<file path="src/rtl/aux_frm_pkg.sv">
package aux_frm_pkg;

    localparam int MAX_PAY   = 16;
    localparam int HDR_BYTES = 4;
    localparam int LEN_W     = $clog2(MAX_PAY + 1) + 1;
    localparam int TOT_W     = $clog2(HDR_BYTES + MAX_PAY + 1);
    localparam int DATA_W    = MAX_PAY * 8;

    localparam logic [3:0] CMD_MOT_BIT = 4'h4;

    typedef enum logic [2:0] {
        CC_OK      = 3'd0,
        CC_TIMEOUT = 3'd1,
        CC_FLAGS   = 3'd2,
        CC_ERROR   = 3'd3,
        CC_TOO_BIG = 3'd4,
        CC_INVALID = 3'd5
    } cc_e;

    typedef enum logic [1:0] {
        ST_IDLE,
        ST_SEND,
        ST_WAIT,
        ST_DONE
    } st_e;

    typedef struct packed {
        cc_e               code;
        logic [3:0]        cmd;
        logic [LEN_W-1:0]  count;
        logic [DATA_W-1:0] data;
    } result_t;

    function automatic logic [3:0] cmd_base(input logic [3:0] cmd);
        return cmd & ~CMD_MOT_BIT;
    endfunction

    function automatic logic cmd_legal(input logic [3:0] cmd);
        logic [3:0] b;
        b = cmd_base(cmd);
        return (b == 4'h0) || (b == 4'h1) || (b == 4'h8) || (b == 4'h9);
    endfunction

    function automatic logic cmd_reads(input logic [3:0] cmd);
        return cmd[0];
    endfunction

endpackage

</file>
<file path="src/rtl/aux_frm_hdr.sv">
module aux_frm_hdr
    import aux_frm_pkg::*;
#(
    parameter int MAXP = MAX_PAY,
    parameter int LW   = LEN_W,
    parameter int TW   = TOT_W
) (
    input  logic [3:0]                  cmd,
    input  logic [19:0]                 addr,
    input  logic [LW-1:0]               len,
    output logic [HDR_BYTES-1:0][7:0]   hdr,
    output logic [TW-1:0]               total,
    output logic                        too_big,
    output logic                        legal,
    output logic                        rd
);

    logic [3:0] lo_nib;
    logic [3:0] hi_nib;

    always_comb begin
        too_big = (len > LW'(MAXP));
        legal   = cmd_legal(cmd);
        rd      = cmd_reads(cmd);

        if (rd) total = TW'(HDR_BYTES);
        else    total = TW'(HDR_BYTES) + TW'(len);

        // length field carries len-1; an empty request keeps it at zero
        lo_nib = (len == '0) ? 4'd0 : 4'(len - LW'(1));
        // bare-address requests advertise three; others the (wrapped) stream size
        hi_nib = (len == '0) ? 4'd3 : total[3:0];

        hdr[0] = addr[7:0];
        hdr[1] = addr[15:8];
        hdr[2] = {cmd, addr[19:16]};
        hdr[3] = {hi_nib, lo_nib};
    end

endmodule

</file>
<file path="src/rtl/aux_frm_ser.sv">
module aux_frm_ser
    import aux_frm_pkg::*;
#(
    parameter int MAXP = MAX_PAY,
    parameter int TW   = TOT_W
) (
    input  logic                      clk,
    input  logic                      rst,
    input  logic                      start,
    input  logic [HDR_BYTES-1:0][7:0] hdr_in,
    input  logic [MAXP*8-1:0]         pay_in,
    input  logic [TW-1:0]             total_in,
    input  logic                      tx_ready,
    output logic                      tx_valid,
    output logic [7:0]                tx_byte,
    output logic                      tx_last,
    output logic                      finished
);

    localparam int PW = $clog2(MAXP);

    logic [HDR_BYTES-1:0][7:0] hdr_q;
    logic [MAXP-1:0][7:0]      pay_q;
    logic [TW-1:0]             tot_q;
    logic [TW-1:0]             idx_q;
    logic                      act_q;
    logic [PW-1:0]             pidx;

    always_ff @(posedge clk) begin
        if (rst) begin
            hdr_q <= '0;
            pay_q <= '0;
            tot_q <= '0;
            idx_q <= '0;
            act_q <= 1'b0;
        end else if (start) begin
            hdr_q <= hdr_in;
            pay_q <= pay_in;
            tot_q <= total_in;
            idx_q <= '0;
            act_q <= 1'b1;
        end else if (act_q && tx_ready) begin
            if (tx_last) act_q <= 1'b0;
            else         idx_q <= idx_q + TW'(1);
        end
    end

    always_comb begin
        pidx     = PW'(idx_q - TW'(HDR_BYTES));
        tx_valid = act_q;
        tx_last  = act_q && (idx_q == tot_q - TW'(1));
        if (idx_q < TW'(HDR_BYTES)) tx_byte = hdr_q[idx_q[1:0]];
        else                        tx_byte = pay_q[pidx];
        finished = act_q && tx_ready && tx_last;
    end

endmodule

</file>
<file path="src/rtl/aux_frm_rsp.sv">
module aux_frm_rsp
    import aux_frm_pkg::*;
#(
    parameter int MAXP = MAX_PAY,
    parameter int LW   = LEN_W
) (
    input  logic [7:0]        status,
    input  logic [LW-1:0]     count_in,
    input  logic [MAXP*8-1:0] data_in,
    input  logic              rd,
    input  logic [LW-1:0]     req_len,
    input  logic [LW-1:0]     buf_size,
    output result_t           res
);

    logic [LW-1:0]     lim;
    logic [MAXP*8-1:0] kept;

    always_comb begin
        lim = count_in;
        if (buf_size < lim)   lim = buf_size;
        if (lim > LW'(MAXP))  lim = LW'(MAXP);
        for (int i = 0; i < MAXP; i++) begin
            kept[i*8 +: 8] = (LW'(i) < lim) ? data_in[i*8 +: 8] : 8'h00;
        end
    end

    always_comb begin
        res = '0;
        case (status)
            8'h01:   res.code = CC_TIMEOUT;
            8'h02:   res.code = CC_FLAGS;
            8'h03:   res.code = CC_ERROR;
            default: begin
                res.code = CC_OK;
                res.cmd  = status[7:4];
                if (rd) begin
                    res.count = lim;
                    res.data  = kept;
                end else begin
                    res.count = req_len;
                end
            end
        endcase
    end

endmodule

</file>
<file path="src/rtl/aux_req_framer.sv">
module aux_req_framer
    import aux_frm_pkg::*;
(
    input  logic               clk,
    input  logic               rst,
    input  logic               req_valid,
    output logic               req_ready,
    input  logic [3:0]         req_cmd,
    input  logic [19:0]        req_addr,
    input  logic [LEN_W-1:0]   req_len,
    input  logic [LEN_W-1:0]   req_buf_size,
    input  logic [DATA_W-1:0]  req_payload,
    output logic               tx_valid,
    input  logic               tx_ready,
    output logic [7:0]         tx_byte,
    output logic               tx_last,
    input  logic               rsp_valid,
    input  logic [7:0]         rsp_status,
    input  logic [LEN_W-1:0]   rsp_count,
    input  logic [DATA_W-1:0]  rsp_data,
    output logic               busy,
    output logic               done,
    output logic [2:0]         done_code,
    output logic [3:0]         done_cmd,
    output logic [LEN_W-1:0]   done_count,
    output logic [DATA_W-1:0]  done_data
);

    st_e                       st_q;
    logic [LEN_W-1:0]          len_q;
    logic [LEN_W-1:0]          buf_q;
    logic                      rd_q;
    result_t                   res_q;

    logic [HDR_BYTES-1:0][7:0] hdr;
    logic [TOT_W-1:0]          total;
    logic                      too_big;
    logic                      legal;
    logic                      rd;
    logic                      accept;
    logic                      start;
    logic                      fin;
    result_t                   dec_res;

    aux_frm_hdr #(.MAXP(MAX_PAY), .LW(LEN_W), .TW(TOT_W)) u_hdr (
        .cmd     (req_cmd),
        .addr    (req_addr),
        .len     (req_len),
        .hdr     (hdr),
        .total   (total),
        .too_big (too_big),
        .legal   (legal),
        .rd      (rd)
    );

    assign accept = (st_q == ST_IDLE) && req_valid;
    assign start  = accept && !too_big && legal;

    aux_frm_ser #(.MAXP(MAX_PAY), .TW(TOT_W)) u_ser (
        .clk      (clk),
        .rst      (rst),
        .start    (start),
        .hdr_in   (hdr),
        .pay_in   (req_payload),
        .total_in (total),
        .tx_ready (tx_ready),
        .tx_valid (tx_valid),
        .tx_byte  (tx_byte),
        .tx_last  (tx_last),
        .finished (fin)
    );

    aux_frm_rsp #(.MAXP(MAX_PAY), .LW(LEN_W)) u_rsp (
        .status   (rsp_status),
        .count_in (rsp_count),
        .data_in  (rsp_data),
        .rd       (rd_q),
        .req_len  (len_q),
        .buf_size (buf_q),
        .res      (dec_res)
    );

    always_ff @(posedge clk) begin
        if (rst) begin
            st_q  <= ST_IDLE;
            len_q <= '0;
            buf_q <= '0;
            rd_q  <= 1'b0;
            res_q <= '0;
        end else begin
            case (st_q)
                ST_IDLE: if (accept) begin
                    len_q <= req_len;
                    buf_q <= req_buf_size;
                    rd_q  <= rd;
                    if (too_big) begin
                        res_q      <= '0;
                        res_q.code <= CC_TOO_BIG;
                        st_q       <= ST_DONE;
                    end else if (!legal) begin
                        res_q      <= '0;
                        res_q.code <= CC_INVALID;
                        st_q       <= ST_DONE;
                    end else begin
                        st_q <= ST_SEND;
                    end
                end
                ST_SEND: if (fin) st_q <= ST_WAIT;
                ST_WAIT: if (rsp_valid) begin
                    res_q <= dec_res;
                    st_q  <= ST_DONE;
                end
                default: st_q <= ST_IDLE;
            endcase
        end
    end

    assign req_ready  = (st_q == ST_IDLE);
    assign busy       = (st_q != ST_IDLE);
    assign done       = (st_q == ST_DONE);
    assign done_code  = res_q.code;
    assign done_cmd   = res_q.cmd;
    assign done_count = res_q.count;
    assign done_data  = res_q.data;

endmodule

</file>
<file path="config.mk">
export PLATFORM = sky130hd
export DESIGN_NAME = aux_req_framer
export DESIGN_NICKNAME = d
export VERILOG_FILES = /design/src/rtl/aux_frm_pkg.sv /design/src/rtl/aux_frm_hdr.sv /design/src/rtl/aux_frm_ser.sv /design/src/rtl/aux_frm_rsp.sv /design/src/rtl/aux_req_framer.sv
export SDC_FILE = /design/constraint.sdc
export NUM_CORES = 1
export LEC_CHECK = 0
export ABC_CLOCK_PERIOD_IN_PS = 3200
export CORE_MARGIN = 5
export CORE_UTILIZATION = 48
export CTS_BUF_LIST = sky130_fd_sc_hd__clkbuf_4
export CTS_CLUSTER_SIZE = 10
export DETAILED_ROUTE_END_ITERATION = 12
export PLACE_DENSITY = 0.8
export SKIP_CTS_REPAIR_TIMING = 1
export SYNTH_ARGS = -nofsm -noshare
export SYNTH_HDL_FRONTEND = slang
export SYNTH_HIERARCHICAL = 1
export SYNTH_SLANG_ARGS = --single-unit
</file>
<file path="constraint.sdc">
create_clock -name clk -period 3.2 [get_ports clk]
set_input_delay 0.32 -clock clk [delete_from_list [all_inputs] [get_ports clk]]
set_output_delay 0.32 -clock clk [all_outputs]
set_load 0.01 [all_outputs]
</file>
==> metrics.cfg <==
[drt]
dr_wl_met2_um = 26900
drt-total-wl_um = 55700
dr.first_iter.drc_count = 1280
via_per_inst = 5.75
post_drt_wl_per_cell_um = 20.0
vias = 16000
ant_nets = 0
topRoutingLayerUsed = met4
firstDrtPassIters = 5
dr_wl_met3_um = 5170
drc_errors = 0
wl_met1_um = 20900

[power]
p_total_w = 0.0121
ir_drop_mv = 0.525
leakage_nw = 7.69
cellPowerDensity_nw_per_um2 = 548

[die]
dieArea_um2 = 37100
die_width_um = 193
core_area_um2 = 32700
ios = 465
die-height_um = 193
rows = 66
initial_utilization = 0.489

[timing]
rsz0062_at_grt = true
clock_skew_ns = 0.0249
finalHoldViolCount = 0
max_freq_mhz = 320
min_period_over_period = 0.976
slew_headroom = 0.164
worst_slew_pin_slew_ns = 1.25
setup_viol = 0
timing.final.crit_period_ns = 3.12
setup_ws_ns = 0.0769
tns_ns = 0
drv_slew = 0

[cts]
htree_levels = 3
clkLatencyLatePin_ns = 0.71
cts_num_sinks = 327
tritoncts = done
clock_path_buffers = 3
cts_root_buffer = clkbuf_4
clk_pin_slew_ns = 0.06
cts_made_buffers = 88

[yosys]
seq_area_frac_synth = 0.409
yosysWarnings = 6
netlist_instances = 1855
synthFlopType = dfxtp_1
syn_avg_cell_area_um2 = 8.63
synth_nets = 2184
synth_edf_count = 0
synth_seq_cells = 327
async_flop_share = 0
ys_types = 61
synth_area_um2 = 16000

[worst_hold_path]
min_from = req_buf_size[3]
hold_end = buf_q[3]$_SDFFE_PP0P_
hold_depth = 3
hold_path.class = input pin to flop

[global_routing]
antenna_found_initial = 12
grt-ovfl-total = 0
grt_pass1_vias = 15500
track_usage = 0.278
grt_pass1_wl_um = 82900
grt_max_degree = 99

[critical_path]
r2r-end = done_data[108]$_SDFFE_PP0P_
r2r_cells = 6
crit_chain = ha_4, buf_12, buf_12, mux4_2, and3_1, nor4_1, a21oi_1, dlymetal6s2s_1
worst_path_largest_cell_delay_ns = 0.48
regToRegStartpoint = st_q[0]$_SDFFE_PP0P_
critical_path_required_ns = 2.88
reg2reg_slack_ns = 0.53
cp_data_arrival_time_ns = 2.80
critPathCaptureType = primary output
cp_max_fo = 6
critPathMostFrequentCell = buf_12
cp_slowest_cell = mux4_2
critical_path_class = flop to primary output
worst_setup_path_start_kind = flop

[cells_and_area]
final_cells = 2781
drive_above_1_share = 0.121
final_core_util = 0.675
fin_nets = 2599
syn2layout_area_growth_pct = 37.9

[placement]
gp_congestion = 0.902
dp.cells = 2609
hpwl_um = 39000
place_ws_ns = 0.176
io_buffers = 464

[run_status]
status = completed

[run]
max_cap_viol_count = 0

[routing by layer]
layer | up-vias | global-route usage
li1 | 7411 | -
met1 | 7602 | 0.330
met2 | 821 | 0.464
met3 | 156 | 0.0711
met4 | 0 | 0.147
met5 | - | 0
[layout make-up]
cell class	count	area [µm²]
inverter	24	90.1
multi-input combinational	1302	8380
tap	442	553
antenna	13	32.5
fill	2564	10600
timing repair buffer	527	5410
sequential	327	6550
clock inverter	21	118
clock buffer	125	938
[registers in the layout, summed over array words and instances (netlist names), 2 cells and up]
register	cells
buf_q	6
done_count	6
u_ser/idx_q	5
u_ser/pay_q	128
done_cmd	4
u_ser/tot_q	5
len_q	6
st_q	2
u_ser/hdr_q	32
done_data	128
done_code	3
[worst max path at each step]
stage | startpoint | end | slack [ns] | cells after the start
finish | u_ser/idx_q[3]$_SDFFE_PP0P_ | tx_byte[7] | 0.08 | 8
global route | u_ser/idx_q[3]$_SDFFE_PP0P_ | tx_byte[2] | -0.1 | 9
CTS | u_ser/idx_q[3]$_SDFFE_PP0P_ | tx_byte[4] | -0.60 | 6
detailed placement | rsp_count[5] | done_data[39]$_SDFFE_PP0P_ | 0.18 | 10
global placement | u_ser/idx_q[3]$_SDFFE_PP0P_ | tx_byte[6] | 0.24 | 6
floorplan | u_ser/idx_q[3]$_SDFFE_PP0P_ | tx_byte[3] | 0.90 | 7
[through the flow]
| stage | hold WS, ns | area, µm² |
|---|---|---|
| floorplan | 0.432 | 16000 |
| detailed placement | 0.444 | 20700 |
| finish | 0.167 | 22100 |
| global placement | 0.441 | 20700 |
| global route | 0.125 | 22100 |
| CTS | -0.0551 | 21800 |
[report_power, final]
part / leakage, nW / internal, W / total, W / switching (W)
Combinational: 4.42 / 0.00135 / 0.00417 / 0.00282
Sequential: 2.64 / 0.00421 / 0.00432 / 0.000108
Clock: 0.624 / 0.00186 / 0.00361 / 0.00175
[worst max-delay path, delay by kind of cell (launching register included)]
kind | cells | cell delay, ns
flops | 1 | 0.36
buf+inv | 3 | 0.43
simple gates | 2 | 0.46
compound gates | 1 | 0.06
fa+ha+maj | 1 | 0.29
mux | 1 | 0.48
[kinds of logic after synthesis]
logic type | share of synthesized area
and+or+nand+nor | 0.196
AOI/OAI and AO/OA | 0.123
DFF | 0.409
muxes | 0.176
buffers and inverters | 0.0754
adders and majority gates | 0.0141
xor gates and xnor gates | 0.00602
other | 0.000234
[cells in the final DEF, fill, tap and decap left out, types with 5 or more instances in the layout]
cell               n
nor3_1             5
dfxtp_1          325
xnor2_1            5
buf_4             41
or3_1              9
nand3_1            7
nand2_1          145
diode_2           13
o21ai_0          161
clkinv_1          14
clkbuf_4         125
mux2i_2           16
a31oi_1            5
inv_1             23
buf_12            21
nand4_1          140
a21oi_1          174
mux4_2            32
o22ai_1            6
xor2_1             6
nor4_2             5
nor2_1           278
dlymetal6s2s_1     5
and3_1            42
mux2i_1          189
ha_1              16
clkdlybuf4s50_1  455
nor2b_1           11
[synthesized netlist by cell type (3+ instances only)]
cell | instances | share of area
mux2i_2 | 12 | 0.010
nor2b_1 | 12 | 0.0047
a21oi_1 | 174 | 0.054
a311oi_1 | 3 | 0.0016
o21ai_0 | 161 | 0.050
clkbuf_2 | 10 | 0.0031
xnor2_1 | 5 | 0.0027
o22ai_1 | 7 | 0.0027
nand2_1 | 145 | 0.034
and3_1 | 42 | 0.016
mux2i_1 | 193 | 0.12
buf_1 | 10 | 0.0023
nand4_1 | 140 | 0.055
clkbuf_1 | 71 | 0.017
nand3_1 | 7 | 0.0022
or2_2 | 3 | 0.0012
nor3_1 | 5 | 0.0016
xor2_1 | 6 | 0.0033
mux4_2 | 32 | 0.045
ha_1 | 18 | 0.014
dfxtp_1 | 327 | 0.41
buf_6 | 11 | 0.0077
nor4_1 | 8 | 0.0031
buf_4 | 40 | 0.019
inv_1 | 23 | 0.0054
buf_2 | 56 | 0.018
a31oi_1 | 5 | 0.0020
or3_1 | 9 | 0.0035
nor2_1 | 279 | 0.065
No activity file was read; power rests on OpenSTA's default activity.
